$ cat src/rtl/gpt_pkg.sv
package gpt_pkg;

    typedef enum logic [1:0] {
        MODE_IDLE = 2'b00,
        MODE_WAVE = 2'b01,
        MODE_CAPT = 2'b10,
        MODE_WDOG = 2'b11
    } gpt_mode_e;

    localparam int CFG_W      = 6;
    localparam int FIELD_SPAN = 4;

endpackage

$ cat src/rtl/gpt_regif.sv
module gpt_regif
    import gpt_pkg::*;
#(
    parameter int NUM_TMR = 3,
    parameter int CNT_W   = 32,
    parameter int ADDR_W  = 4
) (
    input  logic                              wr_i,
    input  logic [ADDR_W-1:0]                 addr_i,
    input  logic [NUM_TMR-1:0]                en_bits_i,
    input  logic [NUM_TMR-1:0]                dis_bits_i,
    input  logic [NUM_TMR-1:0]                clr_bits_i,
    output logic [NUM_TMR-1:0]                start_o,
    output logic [NUM_TMR-1:0]                stop_o,
    output logic [NUM_TMR-1:0]                clr_o,
    output logic [NUM_TMR-1:0]                cfg_we_o,
    output logic [NUM_TMR-1:0]                per_we_o,
    output logic [NUM_TMR-1:0]                wid_we_o,
    input  logic [NUM_TMR-1:0]                run_i,
    input  logic [NUM_TMR-1:0]                ovf_i,
    input  logic [NUM_TMR-1:0][CFG_W-1:0]     cfg_i,
    input  logic [NUM_TMR-1:0][CNT_W-1:0]     cnt_i,
    input  logic [NUM_TMR-1:0][CNT_W-1:0]     per_i,
    input  logic [NUM_TMR-1:0][CNT_W-1:0]     wid_i,
    output logic [CNT_W-1:0]                  rdata_o
);
    localparam int SLOT_W = ADDR_W - 2;

    logic              ctrl_wr;
    logic [SLOT_W-1:0] slot;
    logic [1:0]        fld;

    assign ctrl_wr = wr_i && (addr_i == '0);
    assign slot    = addr_i[ADDR_W-1:2];
    assign fld     = addr_i[1:0];

    for (genvar i = 0; i < NUM_TMR; i++) begin : g_dec
        logic sel;
        assign sel         = (slot == SLOT_W'(i + 1));
        assign start_o[i]  = ctrl_wr && en_bits_i[i];
        assign stop_o[i]   = ctrl_wr && dis_bits_i[i];
        assign clr_o[i]    = ctrl_wr && clr_bits_i[i];
        assign cfg_we_o[i] = wr_i && sel && (fld == 2'd0);
        assign per_we_o[i] = wr_i && sel && (fld == 2'd2);
        assign wid_we_o[i] = wr_i && sel && (fld == 2'd3);
    end

    always_comb begin
        rdata_o = '0;
        if (addr_i == '0) begin
            rdata_o[NUM_TMR-1:0]              = run_i;
            rdata_o[2*FIELD_SPAN +: NUM_TMR]  = ovf_i;
        end else begin
            for (int i = 0; i < NUM_TMR; i++) begin
                if (slot == SLOT_W'(i + 1)) begin
                    unique case (fld)
                        2'd0:    rdata_o = CNT_W'(cfg_i[i]);
                        2'd1:    rdata_o = cnt_i[i];
                        2'd2:    rdata_o = per_i[i];
                        default: rdata_o = wid_i[i];
                    endcase
                end
            end
        end
    end

endmodule

$ cat src/rtl/gpt_channel.sv
module gpt_channel
    import gpt_pkg::*;
#(
    parameter int CNT_W = 32
) (
    input  logic             clk,
    input  logic             rst_n,
    input  logic             start_i,
    input  logic             stop_i,
    input  logic             clr_i,
    input  logic             cfg_we_i,
    input  logic             per_we_i,
    input  logic             wid_we_i,
    input  logic [CNT_W-1:0] wdata_i,
    input  logic             pin_i,
    output logic             pin_o,
    output logic             pin_oe_o,
    output logic             irq_o,
    output logic             run_o,
    output logic             ovf_o,
    output logic [CFG_W-1:0] cfg_o,
    output logic [CNT_W-1:0] count_o,
    output logic [CNT_W-1:0] period_o,
    output logic [CNT_W-1:0] width_o
);
    typedef struct packed {
        logic             run;
        logic             armed;
        logic             pin_prev;
        logic             irq;
        logic             ovf;
        logic [CFG_W-1:0] cfg;
        logic [CNT_W-1:0] count;
        logic [CNT_W-1:0] period;
        logic [CNT_W-1:0] width;
    } chan_state_t;

    chan_state_t s_d, s_q;
    gpt_mode_e   mode_q;
    logic        rise, fall, evt, ovf_set, hit;
    logic [CNT_W:0] cnt_inc;

    assign mode_q  = gpt_mode_e'(s_q.cfg[1:0]);
    assign rise    = pin_i && !s_q.pin_prev;
    assign fall    = !pin_i && s_q.pin_prev;
    assign cnt_inc = {1'b0, s_q.count} + (CNT_W + 1)'(1);
    assign hit     = cnt_inc >= {1'b0, s_q.period};

    always_comb begin
        s_d          = s_q;
        evt          = 1'b0;
        ovf_set      = 1'b0;
        s_d.pin_prev = pin_i;

        if (cfg_we_i) s_d.cfg    = wdata_i[CFG_W-1:0];
        if (per_we_i) s_d.period = wdata_i;
        if (wid_we_i) s_d.width  = wdata_i;

        if (stop_i) begin
            s_d.run = 1'b0;
        end else if (start_i) begin
            s_d.run   = 1'b1;
            s_d.count = '0;
            s_d.armed = 1'b0;
        end else if (s_q.run) begin
            unique case (mode_q)
                MODE_WAVE: begin
                    if (hit) begin
                        s_d.count = '0;
                        evt       = 1'b1;
                    end else begin
                        s_d.count = cnt_inc[CNT_W-1:0];
                    end
                end
                MODE_CAPT: begin
                    if (rise) begin
                        if (s_q.armed) begin
                            s_d.period = s_q.count;
                            evt        = 1'b1;
                        end
                        s_d.armed = 1'b1;
                        s_d.count = CNT_W'(1);
                    end else begin
                        if (fall && s_q.armed) begin
                            s_d.width = s_q.count;
                            evt       = 1'b1;
                        end
                        s_d.count = cnt_inc[CNT_W-1:0];
                    end
                end
                MODE_WDOG: begin
                    if (rise) begin
                        s_d.count = '0;
                    end else if (hit) begin
                        s_d.count = '0;
                        evt       = 1'b1;
                        ovf_set   = 1'b1;
                    end else begin
                        s_d.count = cnt_inc[CNT_W-1:0];
                    end
                end
                default: ;
            endcase
        end

        s_d.irq = evt;
        if (ovf_set)    s_d.ovf = 1'b1;
        else if (clr_i) s_d.ovf = 1'b0;
    end

    always_ff @(posedge clk or negedge rst_n) begin
        if (!rst_n) s_q <= '0;
        else        s_q <= s_d;
    end

    assign pin_oe_o = (mode_q == MODE_WAVE);
    assign pin_o    = s_q.run && (mode_q == MODE_WAVE) && (s_q.count < s_q.width);
    assign irq_o    = s_q.irq;
    assign run_o    = s_q.run;
    assign ovf_o    = s_q.ovf;
    assign cfg_o    = s_q.cfg;
    assign count_o  = s_q.count;
    assign period_o = s_q.period;
    assign width_o  = s_q.width;

endmodule

$ cat src/rtl/gp_timer_bank.sv
module gp_timer_bank
    import gpt_pkg::*;
#(
    parameter int NUM_TMR = 3,
    parameter int CNT_W   = 32,
    parameter int ADDR_W  = 4
) (
    input  logic               clk,
    input  logic               rst_n,
    input  logic               bus_wr_i,
    input  logic [ADDR_W-1:0]  bus_addr_i,
    input  logic [CNT_W-1:0]   bus_wdata_i,
    output logic [CNT_W-1:0]   bus_rdata_o,
    input  logic [NUM_TMR-1:0] tmr_pin_i,
    output logic [NUM_TMR-1:0] tmr_pin_o,
    output logic [NUM_TMR-1:0] tmr_pin_oe_o,
    output logic [NUM_TMR-1:0] tmr_irq_o
);
    logic [NUM_TMR-1:0]            start_v, stop_v, clr_v;
    logic [NUM_TMR-1:0]            cfg_we, per_we, wid_we;
    logic [NUM_TMR-1:0]            run_vec, ovf_vec;
    logic [NUM_TMR-1:0][CFG_W-1:0] cfg_arr;
    logic [NUM_TMR-1:0][CNT_W-1:0] cnt_arr, per_arr, wid_arr;

    gpt_regif #(
        .NUM_TMR(NUM_TMR),
        .CNT_W  (CNT_W),
        .ADDR_W (ADDR_W)
    ) u_regif (
        .wr_i      (bus_wr_i),
        .addr_i    (bus_addr_i),
        .en_bits_i (bus_wdata_i[NUM_TMR-1:0]),
        .dis_bits_i(bus_wdata_i[FIELD_SPAN +: NUM_TMR]),
        .clr_bits_i(bus_wdata_i[2*FIELD_SPAN +: NUM_TMR]),
        .start_o   (start_v),
        .stop_o    (stop_v),
        .clr_o     (clr_v),
        .cfg_we_o  (cfg_we),
        .per_we_o  (per_we),
        .wid_we_o  (wid_we),
        .run_i     (run_vec),
        .ovf_i     (ovf_vec),
        .cfg_i     (cfg_arr),
        .cnt_i     (cnt_arr),
        .per_i     (per_arr),
        .wid_i     (wid_arr),
        .rdata_o   (bus_rdata_o)
    );

    for (genvar i = 0; i < NUM_TMR; i++) begin : g_tmr
        gpt_channel #(.CNT_W(CNT_W)) u_chan (
            .clk     (clk),
            .rst_n   (rst_n),
            .start_i (start_v[i]),
            .stop_i  (stop_v[i]),
            .clr_i   (clr_v[i]),
            .cfg_we_i(cfg_we[i]),
            .per_we_i(per_we[i]),
            .wid_we_i(wid_we[i]),
            .wdata_i (bus_wdata_i),
            .pin_i   (tmr_pin_i[i]),
            .pin_o   (tmr_pin_o[i]),
            .pin_oe_o(tmr_pin_oe_o[i]),
            .irq_o   (tmr_irq_o[i]),
            .run_o   (run_vec[i]),
            .ovf_o   (ovf_vec[i]),
            .cfg_o   (cfg_arr[i]),
            .count_o (cnt_arr[i]),
            .period_o(per_arr[i]),
            .width_o (wid_arr[i])
        );
    end

endmodule

$ cat config.mk
export PLATFORM = sky130hd
export DESIGN_NAME = gp_timer_bank
export DESIGN_NICKNAME = d
export VERILOG_FILES = /design/src/rtl/gpt_pkg.sv /design/src/rtl/gpt_regif.sv /design/src/rtl/gpt_channel.sv /design/src/rtl/gp_timer_bank.sv
export SDC_FILE = /design/constraint.sdc
export NUM_CORES = 1
export LEC_CHECK = 0
export CAP_MARGIN = 20
export CORE_UTILIZATION = 44
export DETAILED_ROUTE_END_ITERATION = 7
export GPL_TIMING_DRIVEN = 0
export PLACE_DENSITY_LB_ADDON = 0.25
export SKIP_LAST_GASP = 1
export SYNTH_ARGS = -nofsm -noshare
export SYNTH_HDL_FRONTEND = slang
export SYNTH_HIERARCHICAL = 1
export SYNTH_SLANG_ARGS = --single-unit
$ cat constraint.sdc
create_clock -name clk -period 11.14 [get_ports clk]
set_input_delay 1.671 -clock clk [delete_from_list [all_inputs] [get_ports clk]]
set_output_delay 1.671 -clock clk [all_outputs]
set_load 0.05 [all_outputs]
==> results.tsv <==
stage	metric	value	unit
finish	final core occ	50.2	%
die	die height	244	um
worst_setup_path	CP Max Fanout	10	
die	# IOs	83	
clock_tree	CTS H-tree depth	2	
timing	RSZ-0062 raised after global routing	no	
synth	synth warn	6	
detailed_routing	Avg WL per Cell	22.6	um
timing	final hold violation count	0	
detailed_routing	vias per cell	5.75	
timing	Setup TNS	0	ns
global_routing	initial antenna violation count	1	
worst_setup_path	Arr. time, crit path	5.19	ns
worst_setup_path	kind of critical path	in2out	
synth	post-synthesis net count	3083	
detailed_routing	1st-pass router iterations	5	
clock_tree	worst-case clock buffer depth	3	
power_and_ir_drop	Leakage	13.9	nW
clock_tree	CTS sink cnt	321	
clock_tree	clock transition at the registers of the reported paths	0.05	ns
synth	Synth cell types	91	
clock_tree	Post CTS Setup Buffer Count	0	
timing	minimum clock period	6.86	ns
power_and_ir_drop	Tot Pwr	5.50	mW
die	Rows	88	
place	PortBufs	82	
power_and_ir_drop	PD cells	190	nW/um^2
detailed_routing	# DRC	0	
hold_path	hold crit path type	reg2reg	
detailed_routing	number of DRC markers in iteration 0	2033	
clock_tree	TritonCTS buffer count	41	
clock_tree	clk root buf	clkbuf_16	
synth	ys async rst share	100	%
finish	nets	3212	
worst_setup_path	Startpoint Class	input port	
detailed_routing	Routed WL	85400	um
timing	Slew HR	28.4	%
global_routing	global-route wire length before repair	131000	um
clock_tree	clock latency on the worst-skew pair	0.59	ns
synth	synthesized flop and latch total	321	
place	post-DP HPWL	65300	um
synth	Mapped Area	25800	um^2
job	Max-cap violations	0	
finish	Antenna diodes	0	
timing	crit share post-route	61.6	%
synth	EDFF count, synth	0	
place	RePlAce Congestion	0.969	
worst_setup_path	Worst Path Required	9.47	ns
synth	sequential area share after synthesis	31.1	%
clock_tree	CTS tree	built	
clock_tree	post-cts resize count	0	
die	Starting Density	44.7	%
detailed_routing	DR vias	21700	
timing	FMAX	0.146	GHz
synth	Syn Area/Cell	9.06	um^2
finish	area delta synth->final	12.4	%
timing	clk_skew	0.0284	ns
clock_tree	CTS Hold Bufs	0	
global_routing	vias in the first global route	21500	
timing	Final setup violation count	0	
synth	cells after synthesis	2849	
status	run status	complete, no violations	
power_and_ir_drop	Max VDD drop	149	uV
timing	Worst-Margin Slew	1.07	ns
worst_setup_path	Critical Path Sink Type	primary output	
global_routing	largest net degree at the start of global routing	91	
finish	layout cells sized above 1	18.7	%
die	DIE AREA	59700	um^2
global_routing	total grt overflow	0	
synth	top_reg_cell synth	dfrtp_1	
global_routing	All-Layer GR Usage	28.7	%
die	core region area	57800	um^2
timing	fin. max-slew vios	0	
detailed_routing	Post-DRT Antenna Nets	0	
die	Chip Width	244	um
==> cell type report <==
| class | instances | area [um^2] |
|---|---|---|
| Multi-Input combinational cell | 1840 | 13800 |
| Tap cell | 765 | 957 |
| Clock inverter | 3 | 21.3 |
| Inverter | 211 | 792 |
| Sequential cell | 321 | 8030 |
| Fill cell | 5438 | 28800 |
| Buffer | 477 | 3180 |
| Timing Repair Buffer | 86 | 913 |
| Clock buffer | 70 | 1310 |
==> registers in the layout, summed over array words and instances (netlist names) <==
register	flops
g_tmr.u_chan/cfg_o	18
g_tmr.u_chan/run_o	3
g_tmr.u_chan/count_o	96
g_tmr.u_chan/period_o	96
g_tmr.u_chan/width_o	96
g_tmr.u_chan/irq_o	3
g_tmr.u_chan/ovf_o	3
g_tmr.u_chan/s_q	6
==> cells in the mapped netlist (15+ instances only) <==
master,n,area (um^2)
nand4_1,47,294
xnor2_1,58,508
ha_1,192,2400
nor3_1,18,90.1
and3_1,29,181
buf_4,314,2360
a22oi_1,59,443
inv_1,211,792
mux2i_1,195,1950
xor2_1,24,210
a21oi_1,286,1430
buf_6,18,203
mux4_2,18,405
buf_2,31,155
a211oi_1,19,143
nand2_1,106,398
a221oi_1,30,263
nor2_1,263,987
mux2_1,19,214
nor2b_1,16,100
dfrtp_1,321,8030
clkbuf_1,101,379
nand3_1,58,290
o2bb2ai_1,23,201
a22o_1,73,639
o21ai_0,44,220
a21o_1,37,278
mux2_2,74,833
nor4_1,15,93.8
==> critical path: stages <==
cell and delay (ns):
clkdlybuf4s50_1 0.65, clkbuf_1 0.59, clkbuf_1 0.72, a221oi_1 0.20
a21oi_1 0.26, o2bb2ai_1 0.22, clkdlybuf4s50_1 0.87
==> kinds of logic after synthesis <==
kind of cell | count (synthesis) | synth area share, %
muxes | 306 | 13.2
AOI/OAI and AO/OA | 631 | 16.2
buffers and inverters | 688 | 15.4
adders and majority gates | 192 | 9.30
xor gates and xnor gates | 82 | 2.78
and+or+nand+nor | 629 | 12.1
DFF | 321 | 31.1
==> worst paths after layout <==
| path | startpoint | end | slack [ns] | depth (start not counted) |
|---|---|---|---|---|
| max | bus_addr_i[2] | bus_rdata_o[6] | 4.28 | 7 |
| min | g_tmr[2].u_chan/cfg_o[4]$_DFFE_PN0P_ | g_tmr[2].u_chan/cfg_o[4]$_DFFE_PN0P_ | 0.50 | 1 |
| max reg2reg | g_tmr[0].u_chan/count_o[0]$_DFFE_PN0P_ | g_tmr[0].u_chan/count_o[25]$_DFFE_PN0P_ | 5.85 | 15 |
| min reg2reg | g_tmr[2].u_chan/cfg_o[4]$_DFFE_PN0P_ | g_tmr[2].u_chan/cfg_o[4]$_DFFE_PN0P_ | 0.50 | 1 |
| max in group asynchronous | rst_n | g_tmr[1].u_chan/run_o$_DFFE_PN0P_ | 8.75 | 3 |
| min in group asynchronous | rst_n | g_tmr[0].u_chan/count_o[30]$_DFFE_PN0P_ | 1.03 | 1 |
==> where the power goes <==
part	leakage, nW	total (mW)	internal [mW]	switching, mW
sequential	4.06	1.86	1.52	0.346
combinational	9.16	2.30	1.17	1.13
clock	0.648	1.34	0.793	0.546
==> per-stage QoR <==
step | cells | hold WS (ns) | setup WS [ns] | instance area [um^2]
after floorplan | 2849 | 0.451 | 6.18 | 25800
after global placement | 3696 | 0.492 | -6.85 | 27600
after detailed placement | 3700 | 0.498 | 4.41 | 27700
after CTS | 3773 | 0.510 | 4.39 | 29000
after global routing | 3773 | 0.520 | 4.22 | 29000
final | 3773 | 0.505 | 4.28 | 29000
==> per-layer routing <==
layer  routed length, um  track usage (%)  vias up
met5                   8                0        -
met4                3380             11.6        2
met3                5690             4.64      165
met2               37600             43.9      795
met1               38700             40.3    10700
li1                    -                -    10100
==> cells in the final DEF, fill, tap and decap left out, drive strengths merged, types with 6 or more instances in the layout <==
cell type,n
inv,212
a22oi,59
xnor2,58
nand4,50
nand3,61
a21o,37
nor2,264
nor4,20
o21a,6
or2,13
clkdlybuf4s50,81
nor3,21
xor2,24
and3,30
and2,6
mux2,93
a21oi,288
a22o,75
ha,192
buf,377
mux4,18
a221oi,31
o2bb2ai,23
nand2b,11
and4,9
a221o,6
dfrtp,321
nor2b,16
clkbuf,175
mux2i,195
o21ai,53
a211oi,20
nand2,106
Note: power is estimated with default switching activity, not from simulation.
